### config.mk
export PLATFORM = sky130hd
export DESIGN_NAME = ray_miss_accum
export DESIGN_NICKNAME = d
export VERILOG_FILES = /design/src/rtl/rma_pkg.sv /design/src/rtl/rma_pick.sv /design/src/rtl/rma_row.sv /design/src/rtl/ray_miss_accum.sv
export SDC_FILE = /design/constraint.sdc
export NUM_CORES = 1
export LEC_CHECK = 0
export ABC_AREA = 1
export BUFFER_PORTS_ARGS = -buffer_cell sky130_fd_sc_hd__buf_2
export CORE_MARGIN = 3
export CORE_UTILIZATION = 63
export CTS_CLUSTER_SIZE = 20
export DETAILED_ROUTE_END_ITERATION = 12
export GPL_ROUTABILITY_DRIVEN = 0
export HOLD_SLACK_MARGIN = 0.1
export PLACE_DENSITY = 0.78
export SETUP_SLACK_MARGIN = 0.3
export SLEW_MARGIN = 20
export SYNTH_ARGS = -nofsm -noshare
export SYNTH_HDL_FRONTEND = slang
export SYNTH_SLANG_ARGS = --single-unit
### constraint.sdc
create_clock -name clk -period 7.7 [get_ports clk]
set_clock_uncertainty 0.1 [all_clocks]
set_input_delay 0.77 -clock clk [delete_from_list [all_inputs] [get_ports clk]]
set_output_delay 0.77 -clock clk [all_outputs]
set_load 0.1 [all_outputs]
### src/rtl/rma_pkg.sv
package rma_pkg;
  typedef enum logic [1:0] {
    ROW_FREE  = 2'd0,
    ROW_PEND  = 2'd1,
    ROW_WAIT  = 2'd2,
    ROW_DRAIN = 2'd3
  } row_st_e;
endpackage

### src/rtl/rma_pick.sv
// Lowest-index picker: one-hot grant plus its binary index.
module rma_pick #(
  parameter int N = 4,
  localparam int IW = (N > 1) ? $clog2(N) : 1
) (
  input  logic [N-1:0]  req,
  output logic [N-1:0]  gnt,
  output logic [IW-1:0] idx
);
  always_comb begin
    gnt = '0;
    idx = '0;
    for (int i = N - 1; i >= 0; i--) begin
      if (req[i]) begin
        gnt = '0;
        gnt[i] = 1'b1;
        idx = IW'(i);
      end
    end
  end
endmodule

### src/rtl/rma_row.sv
// One parking row: tag, state, FIFO of ray IDs.
module rma_row
  import rma_pkg::*;
#(
  parameter int SLOTS  = 8,
  parameter int ID_W   = 8,
  parameter int ADDR_W = 16,
  localparam int PW = $clog2(SLOTS),
  localparam int CW = $clog2(SLOTS + 1)
) (
  input  logic              clk,
  input  logic              rst_n,
  input  logic [ADDR_W-1:0] miss_addr,
  input  logic [ADDR_W-1:0] fill_addr,
  input  logic              alloc_i,
  input  logic              append_i,
  input  logic [ID_W-1:0]   id_i,
  input  logic              fill_i,
  input  logic              req_done_i,
  input  logic              pop_i,
  output row_st_e           st_o,
  output logic [ADDR_W-1:0] tag_o,
  output logic              miss_match_o,
  output logic              fill_match_o,
  output logic              full_o,
  output logic [ID_W-1:0]   head_id_o
);
  row_st_e           st;
  logic [ADDR_W-1:0] tag;
  logic [CW-1:0]     cnt;
  logic [PW-1:0]     head;
  logic [ID_W-1:0]   slot [SLOTS];
  logic              waiting;
  logic              last_pop;

  assign waiting      = (st == ROW_PEND) || (st == ROW_WAIT);
  assign miss_match_o = waiting && (tag == miss_addr);
  assign fill_match_o = waiting && (tag == fill_addr);
  assign full_o       = (cnt == CW'(SLOTS));
  assign head_id_o    = slot[head];
  assign st_o         = st;
  assign tag_o        = tag;
  assign last_pop     = (CW'({1'b0, head}) + CW'(1)) == cnt;

  always_ff @(posedge clk) begin
    if (!rst_n) begin
      st   <= ROW_FREE;
      tag  <= '0;
      cnt  <= '0;
      head <= '0;
    end else begin
      if (alloc_i) begin
        st      <= ROW_PEND;
        tag     <= miss_addr;
        cnt     <= CW'(1);
        head    <= '0;
        slot[0] <= id_i;
      end else if (append_i) begin
        slot[cnt[PW-1:0]] <= id_i;
        cnt <= cnt + CW'(1);
      end
      if (fill_i) begin
        st <= ROW_DRAIN;
      end else if (req_done_i && st == ROW_PEND) begin
        st <= ROW_WAIT;
      end
      if (pop_i) begin
        if (last_pop) begin
          st   <= ROW_FREE;
          cnt  <= '0;
          head <= '0;
        end else begin
          head <= head + PW'(1);
        end
      end
    end
  end
endmodule

### src/rtl/ray_miss_accum.sv
module ray_miss_accum
  import rma_pkg::*;
#(
  parameter int ROWS   = 4,
  parameter int SLOTS  = 8,
  parameter int ID_W   = 8,
  parameter int ADDR_W = 16,
  localparam int RW = (ROWS > 1) ? $clog2(ROWS) : 1
) (
  input  logic              clk,
  input  logic              rst_n,
  input  logic              in_valid,
  output logic              in_ready,
  input  logic [ID_W-1:0]   in_id,
  input  logic              in_hit,
  input  logic [ADDR_W-1:0] in_addr,
  output logic              out_valid,
  input  logic              out_ready,
  output logic [ID_W-1:0]   out_id,
  output logic              req_valid,
  input  logic              req_ready,
  output logic [ADDR_W-1:0] req_addr,
  input  logic              fill_valid,
  input  logic [ADDR_W-1:0] fill_addr,
  output logic              fill_err
);
  row_st_e           st    [ROWS];
  logic [ADDR_W-1:0] tag   [ROWS];
  logic [ID_W-1:0]   hid   [ROWS];
  logic [ROWS-1:0]   miss_m, fill_m, full_v, free_v, drain_v, pend_v;
  logic [ROWS-1:0]   alloc_v, append_v, fill_v, done_v, pop_v;
  logic [ROWS-1:0]   free_oh, drain_oh, pend_oh, match_oh;
  logic [RW-1:0]     free_idx, drain_idx, pend_idx, match_idx, sel_idx;
  logic              hit_in, miss_fire, any_match, lock_vld;
  logic [RW-1:0]     lock_idx;

  for (genvar g = 0; g < ROWS; g++) begin : g_row
    rma_row #(.SLOTS(SLOTS), .ID_W(ID_W), .ADDR_W(ADDR_W)) u_row (
      .clk(clk), .rst_n(rst_n),
      .miss_addr(in_addr), .fill_addr(fill_addr),
      .alloc_i(alloc_v[g]), .append_i(append_v[g]), .id_i(in_id),
      .fill_i(fill_v[g]), .req_done_i(done_v[g]), .pop_i(pop_v[g]),
      .st_o(st[g]), .tag_o(tag[g]),
      .miss_match_o(miss_m[g]), .fill_match_o(fill_m[g]),
      .full_o(full_v[g]), .head_id_o(hid[g])
    );
    assign free_v[g]  = (st[g] == ROW_FREE);
    assign drain_v[g] = (st[g] == ROW_DRAIN);
    assign pend_v[g]  = (st[g] == ROW_PEND);
  end

  rma_pick #(.N(ROWS)) u_pick_free  (.req(free_v),  .gnt(free_oh),  .idx(free_idx));
  rma_pick #(.N(ROWS)) u_pick_drain (.req(drain_v), .gnt(drain_oh), .idx(drain_idx));
  rma_pick #(.N(ROWS)) u_pick_pend  (.req(pend_v),  .gnt(pend_oh),  .idx(pend_idx));
  rma_pick #(.N(ROWS)) u_pick_match (.req(miss_m),  .gnt(match_oh), .idx(match_idx));

  // Ray-in acceptance
  assign hit_in    = in_valid && in_hit;
  assign any_match = |miss_m;
  always_comb begin
    if (in_hit)         in_ready = out_ready;
    else if (any_match) in_ready = !full_v[match_idx];
    else                in_ready = |free_v;
  end
  assign miss_fire = in_valid && !in_hit && in_ready;
  assign append_v  = miss_fire ? match_oh : '0;
  assign alloc_v   = (miss_fire && !any_match) ? free_oh : '0;

  // Ray-out: hit first, then lowest draining row
  assign out_valid = hit_in || (|drain_v);
  assign out_id    = hit_in ? in_id : hid[drain_idx];
  assign pop_v     = (out_ready && !hit_in) ? drain_oh : '0;

  // Memory requests, locked to one row while stalled
  assign sel_idx   = (lock_vld && pend_v[lock_idx]) ? lock_idx : pend_idx;
  assign req_valid = |pend_v;
  assign req_addr  = tag[sel_idx];
  for (genvar g = 0; g < ROWS; g++) begin : g_done
    assign done_v[g] = req_valid && req_ready && (sel_idx == RW'(g));
  end

  // Fill return
  assign fill_v = fill_valid ? fill_m : '0;

  always_ff @(posedge clk) begin
    if (!rst_n) begin
      lock_vld <= 1'b0;
      lock_idx <= '0;
      fill_err <= 1'b0;
    end else begin
      lock_vld <= req_valid && !req_ready;
      lock_idx <= sel_idx;
      if (fill_valid && !(|fill_m)) fill_err <= 1'b1;
    end
  end

  logic unused_ok;
  assign unused_ok = ^{free_idx, pend_oh, drain_idx};
endmodule

* Word-level counts from Yosys, hierarchy flattened *
Memory sizes are Yosys's and may differ from the RTL's. A register that Yosys moved wholly into a read port is not among the register bits.
Index checks and enable logic that the tools add are counted.

cells by class
  add/sub/neg operators = 12
  multiply operators = 0
  divide/modulo/power cells = 0
  order comparisons = 4
  eq/ne operators = 31
  shifts and indexed selects = 0
  muxes and demuxes = 138
  bitwise logic cells = 2
  reduce and logical (&&, ||, !) cells = 54

operators with widths
  cell                                                      count
  equality test 16 bit                                      8
  two-way mux 4 bit                                         32
  two-way mux 3 bit                                         24
  two-way mux 2 bit                                         33
  two-way mux 8 bit                                         7
  two-way mux 1 bit                                         36
  binary-select mux 16 bit (select 2 bit)                   1
  two-way mux 16 bit                                        2
  OR reduction 8 bit                                        4
  logical AND 1 bit                                         25
  equality test 2 bit, second input constant                10
  OR reduction 4 bit                                        5
  adder 3 x 1 -> 4 bit, second input constant               4
  adder 4 x 1 -> 4 bit, second input constant               4
  binary-select mux 8 bit (select 2 bit)                    1
  equality test 4 bit                                       4
  equality test 4 bit, second input constant                4
  adder 3 x 1 -> 3 bit, second input constant               4
  equality test 2 x 1 -> 1 bit, second input constant       5
  zero test 2 bit                                           5
  nonzero test 2 bit                                        4
  greater-or-equal comparator 3 bit, second input constant  2
  zero test 1 bit                                           6
  < comparator 2 x 3 -> 1 bit, second input constant        2
  other kinds (3)                                           9

storage, ports and cells
  flip-flop bits (word level) = 104
  bits in latches = 0
  memory bits (writable) = 256
  bits in read-only memories = 0
  input bits = 47
  word-level logic and storage cells = 264
  memories kept = 4

memories
  name                 depth  bits a word  read ports  clocked after Yosys merged registers in  wr ports  line           source
  g_row[0].u_row.slot  8      8            1           1                                        1         rma_row.sv:32  logic [ID_W-1:0] slot [SLOTS];
  g_row[1].u_row.slot  8      8            1           1                                        1         rma_row.sv:32
  g_row[2].u_row.slot  8      8            1           1                                        1         rma_row.sv:32
  g_row[3].u_row.slot  8      8            1           1                                        1         rma_row.sv:32

* Logic depth before layout (Yosys ltp) *
  depth in word-level cells = 20
  mapped depth = 20

* Modules after synthesis *
From an unflattened synthesis, not the netlist that was laid out.

unflattened totals
  cell total of the unflattened synthesis = 2,081
  area, all modules = 18,601.6 sq um

modules (own cells, without submodules)
  module                    instances  cells an instance  area an instance (sq um)  seq. area each (sq um)
  rma_row (g_row[0].u_row)  1          420                4,217.8                   2,482.4
  rma_row (g_row[1].u_row)  1          418                4,177.8                   2,482.4
  rma_row (g_row[3].u_row)  1          420                4,169.0                   2,482.4
  rma_row (g_row[2].u_row)  1          416                4,150.2                   2,482.4
  ray_miss_accum            1          347                1,631.6                   80.1
  rma_pick                  4          15                 63.8                      0.0

* Worst setup path before layout *
OpenSTA, ideal clock, no wires.

  kind = register -> output
  from = register g_row[2].u_row.st[1]
  to = output port req_addr[5]
  arrival = 3.847 ns
  path slack = 2.983 ns
  stages on the path, launching flop included = 13
  path buffers = 1
  cell sequence = dfxtp_1 inv_1 ha_1 inv_1 a21oi_1 o21ai_0 o21ai_0 nand2_1 o21a_1 nor2_1 inv_1 clkbuf_1 o21ai_0

between the ends
  word-level cells in the longest chain between the ends = 9
  elaborated cells between the ends (all ways) = 12
  classes of those cells = eq/ne (1); mux (9); bitwise (1); reduce/logical (1)

RTL lines
  item                                                                                 line                                  source
  from (decl)                                                                          rma_row.sv:28                         row_st_e st;
  from (signal assigned)                                                               rma_row.sv:47                         st <= ROW_FREE;
  from (signal assigned)                                                               rma_row.sv:53                         st <= ROW_PEND;
  from (signal assigned)                                                               rma_row.sv:63                         st <= ROW_DRAIN;
  equality test 2 x 1 -> 1 bit *                                                       ray_miss_accum.sv:49                  assign pend_v[g] = (st[g] == ROW_PEND);
  binary-select mux 1 bit (select 2 bit) / two-way mux 2 bit (equally long branches)   ray_miss_accum.sv:75, rma_pick.sv:14
  two-way mux 1 bit (implied by the code) / two-way mux 2 bit (equally long branches)  ray_miss_accum.sv:75, rma_pick.sv:14
  logical AND 1 bit / two-way mux 2 bit (equally long branches)                        ray_miss_accum.sv:75, rma_pick.sv:14
  two-way mux 2 bit *                                                                  ray_miss_accum.sv:75                  assign sel_idx = (lock_vld && pend_v[lock_idx]) ? lock_idx : pend_idx;
  inverter 2 -> 3 bit (implied by the code) *                                          ray_miss_accum.sv:77                  assign req_addr = tag[sel_idx];
  binary-select mux 16 bit (select 2 bit) *                                            ray_miss_accum.sv:77
  two-way mux 16 bit (implied by the code) * (2 in series)                             ray_miss_accum.sv:77
  to (decl)                                                                            ray_miss_accum.sv:22                  output logic [ADDR_W-1:0] req_addr,

Mark *: on every way between the ends. The rest lies on a longest branch, timed or not. The select of a mux whose other input is x is not followed.

* Worst setup path in the final report *
  from = register g_row[0].u_row.st[1]
  to = output port req_addr[3]

between the ends
  word-level cells in the longest chain between the ends = 9
  elaborated cells between the ends (all ways) = 10
  classes of those cells = eq/ne (1); mux (7); bitwise (1); reduce/logical (1)

RTL lines
  item                                                      line
  from (decl)                                               rma_row.sv:28
  from (signal assigned)                                    rma_row.sv:47
  from (signal assigned)                                    rma_row.sv:53
  from (signal assigned)                                    rma_row.sv:63
  equality test 2 x 1 -> 1 bit *                            ray_miss_accum.sv:49
  binary-select mux 1 bit (select 2 bit)                    ray_miss_accum.sv:75
  two-way mux 1 bit (implied by the code)                   ray_miss_accum.sv:75
  logical AND 1 bit                                         ray_miss_accum.sv:75
  two-way mux 2 bit *                                       ray_miss_accum.sv:75
  inverter 2 -> 3 bit (implied by the code) *               ray_miss_accum.sv:77
  binary-select mux 16 bit (select 2 bit) *                 ray_miss_accum.sv:77
  two-way mux 16 bit (implied by the code) * (2 in series)  ray_miss_accum.sv:77

Marked as above.

==> impl_metrics.yaml <==
run_status:
  run_status: "complete, no violations"
routing:
  via_total_after_detailed_routing: 15840
  drt_iter0_markers: 2626
  final_antenna_net_count: 0
  drcViolationCount: 0
  drt-vias-per-instance: 6.544
  drt_pass1_iterations: 12
  drt-wirelength-per-cell_um: 22.69
  postRouteWirelength_mm: 54.90
worst_setup_path:
  timing.setup.critical_path_class: "flip-flop to output port"
  timing.critical_path.from_type: "flip-flop"
  cp_data_arrival_time_ns: 4.09
  worst-endpoint-required_ns: 6.83
  crit_path_end_kind: "output port"
  reg2regPathDepth: 16
  cp_max_fo: 11
timing:
  worst_pin_slew_ns: 1.130
  setup_total_negative_slack_ns: 0
  timing_hold_violations_final: 0
  setup_ws_ns: 2.742
  setup_viol: 0
  finalWorstPathRequiredPeriod_ns: 4.958
  post-route-period-util: 0.6439
  final_number_of_max_transition_violations: 0
  slew_headroom: 0.2457
  fmaxAchievable_ghz: 0.2017
  unrepaired_setup_endpoints_after_global_routing: "false"
cells_and_area:
  regArea_um2: 10010
  multi_input_area_um2: 7233
  instances_no_fill: 2420
  drive_gt1_frac: 0.09211
  fillCellCount: 2119
  layout-area-overhead-vs-synth_pct: 10.07
  nets: 2082
clock_tree:
  cts_repair_resize_count: 0
  cts_htree_levels: 2
  post_cts_hold_buffer_count: 0
  clk_latency_ns: 0.54
  library_cell_used_as_clock_root_buffer: "sky130_fd_sc_hd__clkbuf_16"
  worst_setup_hold_path_clk_slew_ns: 0.06
  tritoncts.num_buffers: 38
  clkSinkCount: 372
  post_cts.repair.setup_buffers: 0
  tritoncts_clock_tree: "yes"
  max-clock-path-buffers: 3
floorplan:
  top_level_ports: 75
  die_height_um: 176.7
  number_of_core_rows: 61
  die_w_um: 176.7
  initial_core_util: 0.6500
  die_area_um2: 31220
  fp.coreArea_um2: 28240
synth:
  synth_top_cell_by_area: "sky130_fd_sc_hd__edfxtp_1"
  post_synth_top_area_share: 0.4188
  synth_enable_flop_cells: 256
  synth.cell_area_um2: 18360
  synth_top_flop_cell: "sky130_fd_sc_hd__edfxtp_1"
  post_synth_num_cell_types: 54
  async_reset_ff_frac: 0
  yosys_register_bits: 372
  syn_inst: 1970
  synth.yosys.warnings: 0
  avgSynthCellArea_um2: 9.318
  syn-num-nets: 2041
  seq_total_area_yosys: 0.5453
  synth_area_leaders: "sky130_fd_sc_hd__edfxtp_1 (42%), sky130_fd_sc_hd__dfxtp_1 (13%), sky130_fd_sc_hd__nor2_1 (6.4%), sky130_fd_sc_hd__nand2_1 (5.7%), sky130_fd_sc_hd__o21ai_0 (4.0%)"
global_routing:
  global_route.usage.total: 0.3478
  antenna_violations_before_repair: 2
  globalRouteOverflowTotal: 0
  grt_max_degree: 81
  grt_pass1_vias: 15190
  wire_length_of_the_first_global_routing_pass_mm: 84.15
pwr:
  power.ir.vdd_worst_v: 0.0001673
  p_per_cell_area_nw_per_um2: 221.7
  p_leak_nw: 7.266
min_path:
  worst_hold_class: "flip-flop to flip-flop"
  min_delay_path_depth: 2
placed_design:
  detailed_place_hpwl_mm: 36.84
  io_buffers: 74
  dp.cells: 2349
  placement.setup.worst_slack_ns: 3.486
run:
  maximum_capacitance_violations: 0
## critical path, cell delays in order (launching register included)
cell and delay [ns]:
sky130_fd_sc_hd__dfxtp_1 0.33, sky130_fd_sc_hd__inv_1 0.09, sky130_fd_sc_hd__ha_1 0.32, sky130_fd_sc_hd__nor2_1 0.09, sky130_fd_sc_hd__o21ai_0 0.25, sky130_fd_sc_hd__nand2_1 0.14
sky130_fd_sc_hd__o21a_1 0.22, sky130_fd_sc_hd__nor2_1 0.71, sky130_fd_sc_hd__inv_1 0.48, sky130_fd_sc_hd__o221ai_1 0.42, sky130_fd_sc_hd__buf_2 0.50
## cell families (layout without fill, tap and decap cells)
| kind of cell | after synthesis | in the layout | synth area share |
|---|---|---|---|
| AND/OR/NAND/NOR | 779 | 779 | 0.1836 |
| AO/OA/AOI/OAI | 431 | 431 | 0.1470 |
| flip-flops | 372 | 372 | 0.5453 |
| buffers and inverters | 273 | 344 | 0.06162 |
| XOR/XNOR | 51 | 51 | 0.02433 |
| multiplexers | 40 | 40 | 0.02181 |
| adder cells (fa/ha/maj) | 24 | 24 | 0.01636 |
| other | 0 | 1 | 0 |
## final timing paths
path	start	endpoint	slack (ns)
hold reg to reg	fill_err	fill_err	0.35
hold / removal	fill_err	fill_err	0.35
setup / recovery	g_row[0].u_row.st_o[1]	req_addr[3]	2.74
setup reg to reg	g_row[1].u_row.tag_o[15]	g_row[1].u_row.slot[4][7]	3.69
## placed cells by master (no fill, tap or decap), types with 25 or more instances in the layout
master	Yosys	final
sky130_fd_sc_hd__nor2_1	314	313
sky130_fd_sc_hd__nand2_1	279	279
sky130_fd_sc_hd__edfxtp_1	256	256
sky130_fd_sc_hd__inv_1	170	170
sky130_fd_sc_hd__o21ai_0	148	148
sky130_fd_sc_hd__dfxtp_1	116	116
sky130_fd_sc_hd__a21oi_1	97	97
sky130_fd_sc_hd__nand3_1	94	94
sky130_fd_sc_hd__buf_2	9	74
sky130_fd_sc_hd__o221ai_1	57	57
sky130_fd_sc_hd__mux2i_1	40	40
sky130_fd_sc_hd__clkbuf_16	0	40
sky130_fd_sc_hd__xor2_1	31	31
sky130_fd_sc_hd__nor3_1	25	25
## power by group
part	internal (mW)	switching [mW]	total (mW)
clock	1.14	0.782	1.92
sequential	2.15	0.0248	2.17
combinational	0.0850	0.298	0.383
total	3.37	1.11	4.48
## registers in the layout (all words and copies together), names as in the netlist, named ones only
signal	cells
g_row.u_row.head	12
lock_vld	1
lock_idx	2
g_row.u_row.tag_o	64
g_row.u_row.cnt	16
fill_err	1
g_row.u_row.st_o	8
g_row.u_row.slot	256
## routing by layer
metal,part of all wire,GRT usage,vias up
met5,0.00013,0,-
met3,0.12,0.09738,347
met4,0.069,0.1843,2
met1,0.37,0.4495,7272
met2,0.44,0.5372,1201
li1,-,-,7015
## metrics by stage
stage,area (µm²),utilization,hold slack (ns),power (mW)
after detailed placement,18890,0.6690,0.3435,2.579
after CTS,20200,0.7154,0.3529,4.477
after global routing,20210,0.7155,0.3759,4.587
final,20210,0.7155,0.3510,4.480
after floorplan,18360,-,0.3385,2.459
after global placement,18890,0.6690,0.3418,2.575
## synth_stat cells (14+ instances only)
library cell and number:
sky130_fd_sc_hd__ha_1 24, sky130_fd_sc_hd__nand3_1 94, sky130_fd_sc_hd__edfxtp_1 256, sky130_fd_sc_hd__o221ai_1 57, sky130_fd_sc_hd__clkbuf_1 49, sky130_fd_sc_hd__xnor2_1 20, sky130_fd_sc_hd__mux2i_1 40, sky130_fd_sc_hd__nor2_1 314
sky130_fd_sc_hd__a21oi_1 97, sky130_fd_sc_hd__o21ai_0 148, sky130_fd_sc_hd__o211ai_1 24, sky130_fd_sc_hd__o21ai_1 15, sky130_fd_sc_hd__dfxtp_1 116, sky130_fd_sc_hd__o32ai_1 24, sky130_fd_sc_hd__o22ai_1 19, sky130_fd_sc_hd__inv_2 14
sky130_fd_sc_hd__xor2_1 31, sky130_fd_sc_hd__inv_1 170, sky130_fd_sc_hd__nand2_1 279, sky130_fd_sc_hd__nand4_1 23, sky130_fd_sc_hd__a22oi_1 15, sky130_fd_sc_hd__nor3_1 25
## cell type report
class / instances / share of cell area
well taps: 378 / 0.02341
clock inverters: 19 / 0.01077
flip-flops and latches: 372 / 0.4954
diodes: 1 / 0.0001238
inverters: 185 / 0.03437
clock buffers: 51 / 0.05406
repair buffers: 89 / 0.02390
multi-input cells: 1325 / 0.3580
Note: power is estimated with default switching activity, not from simulation.
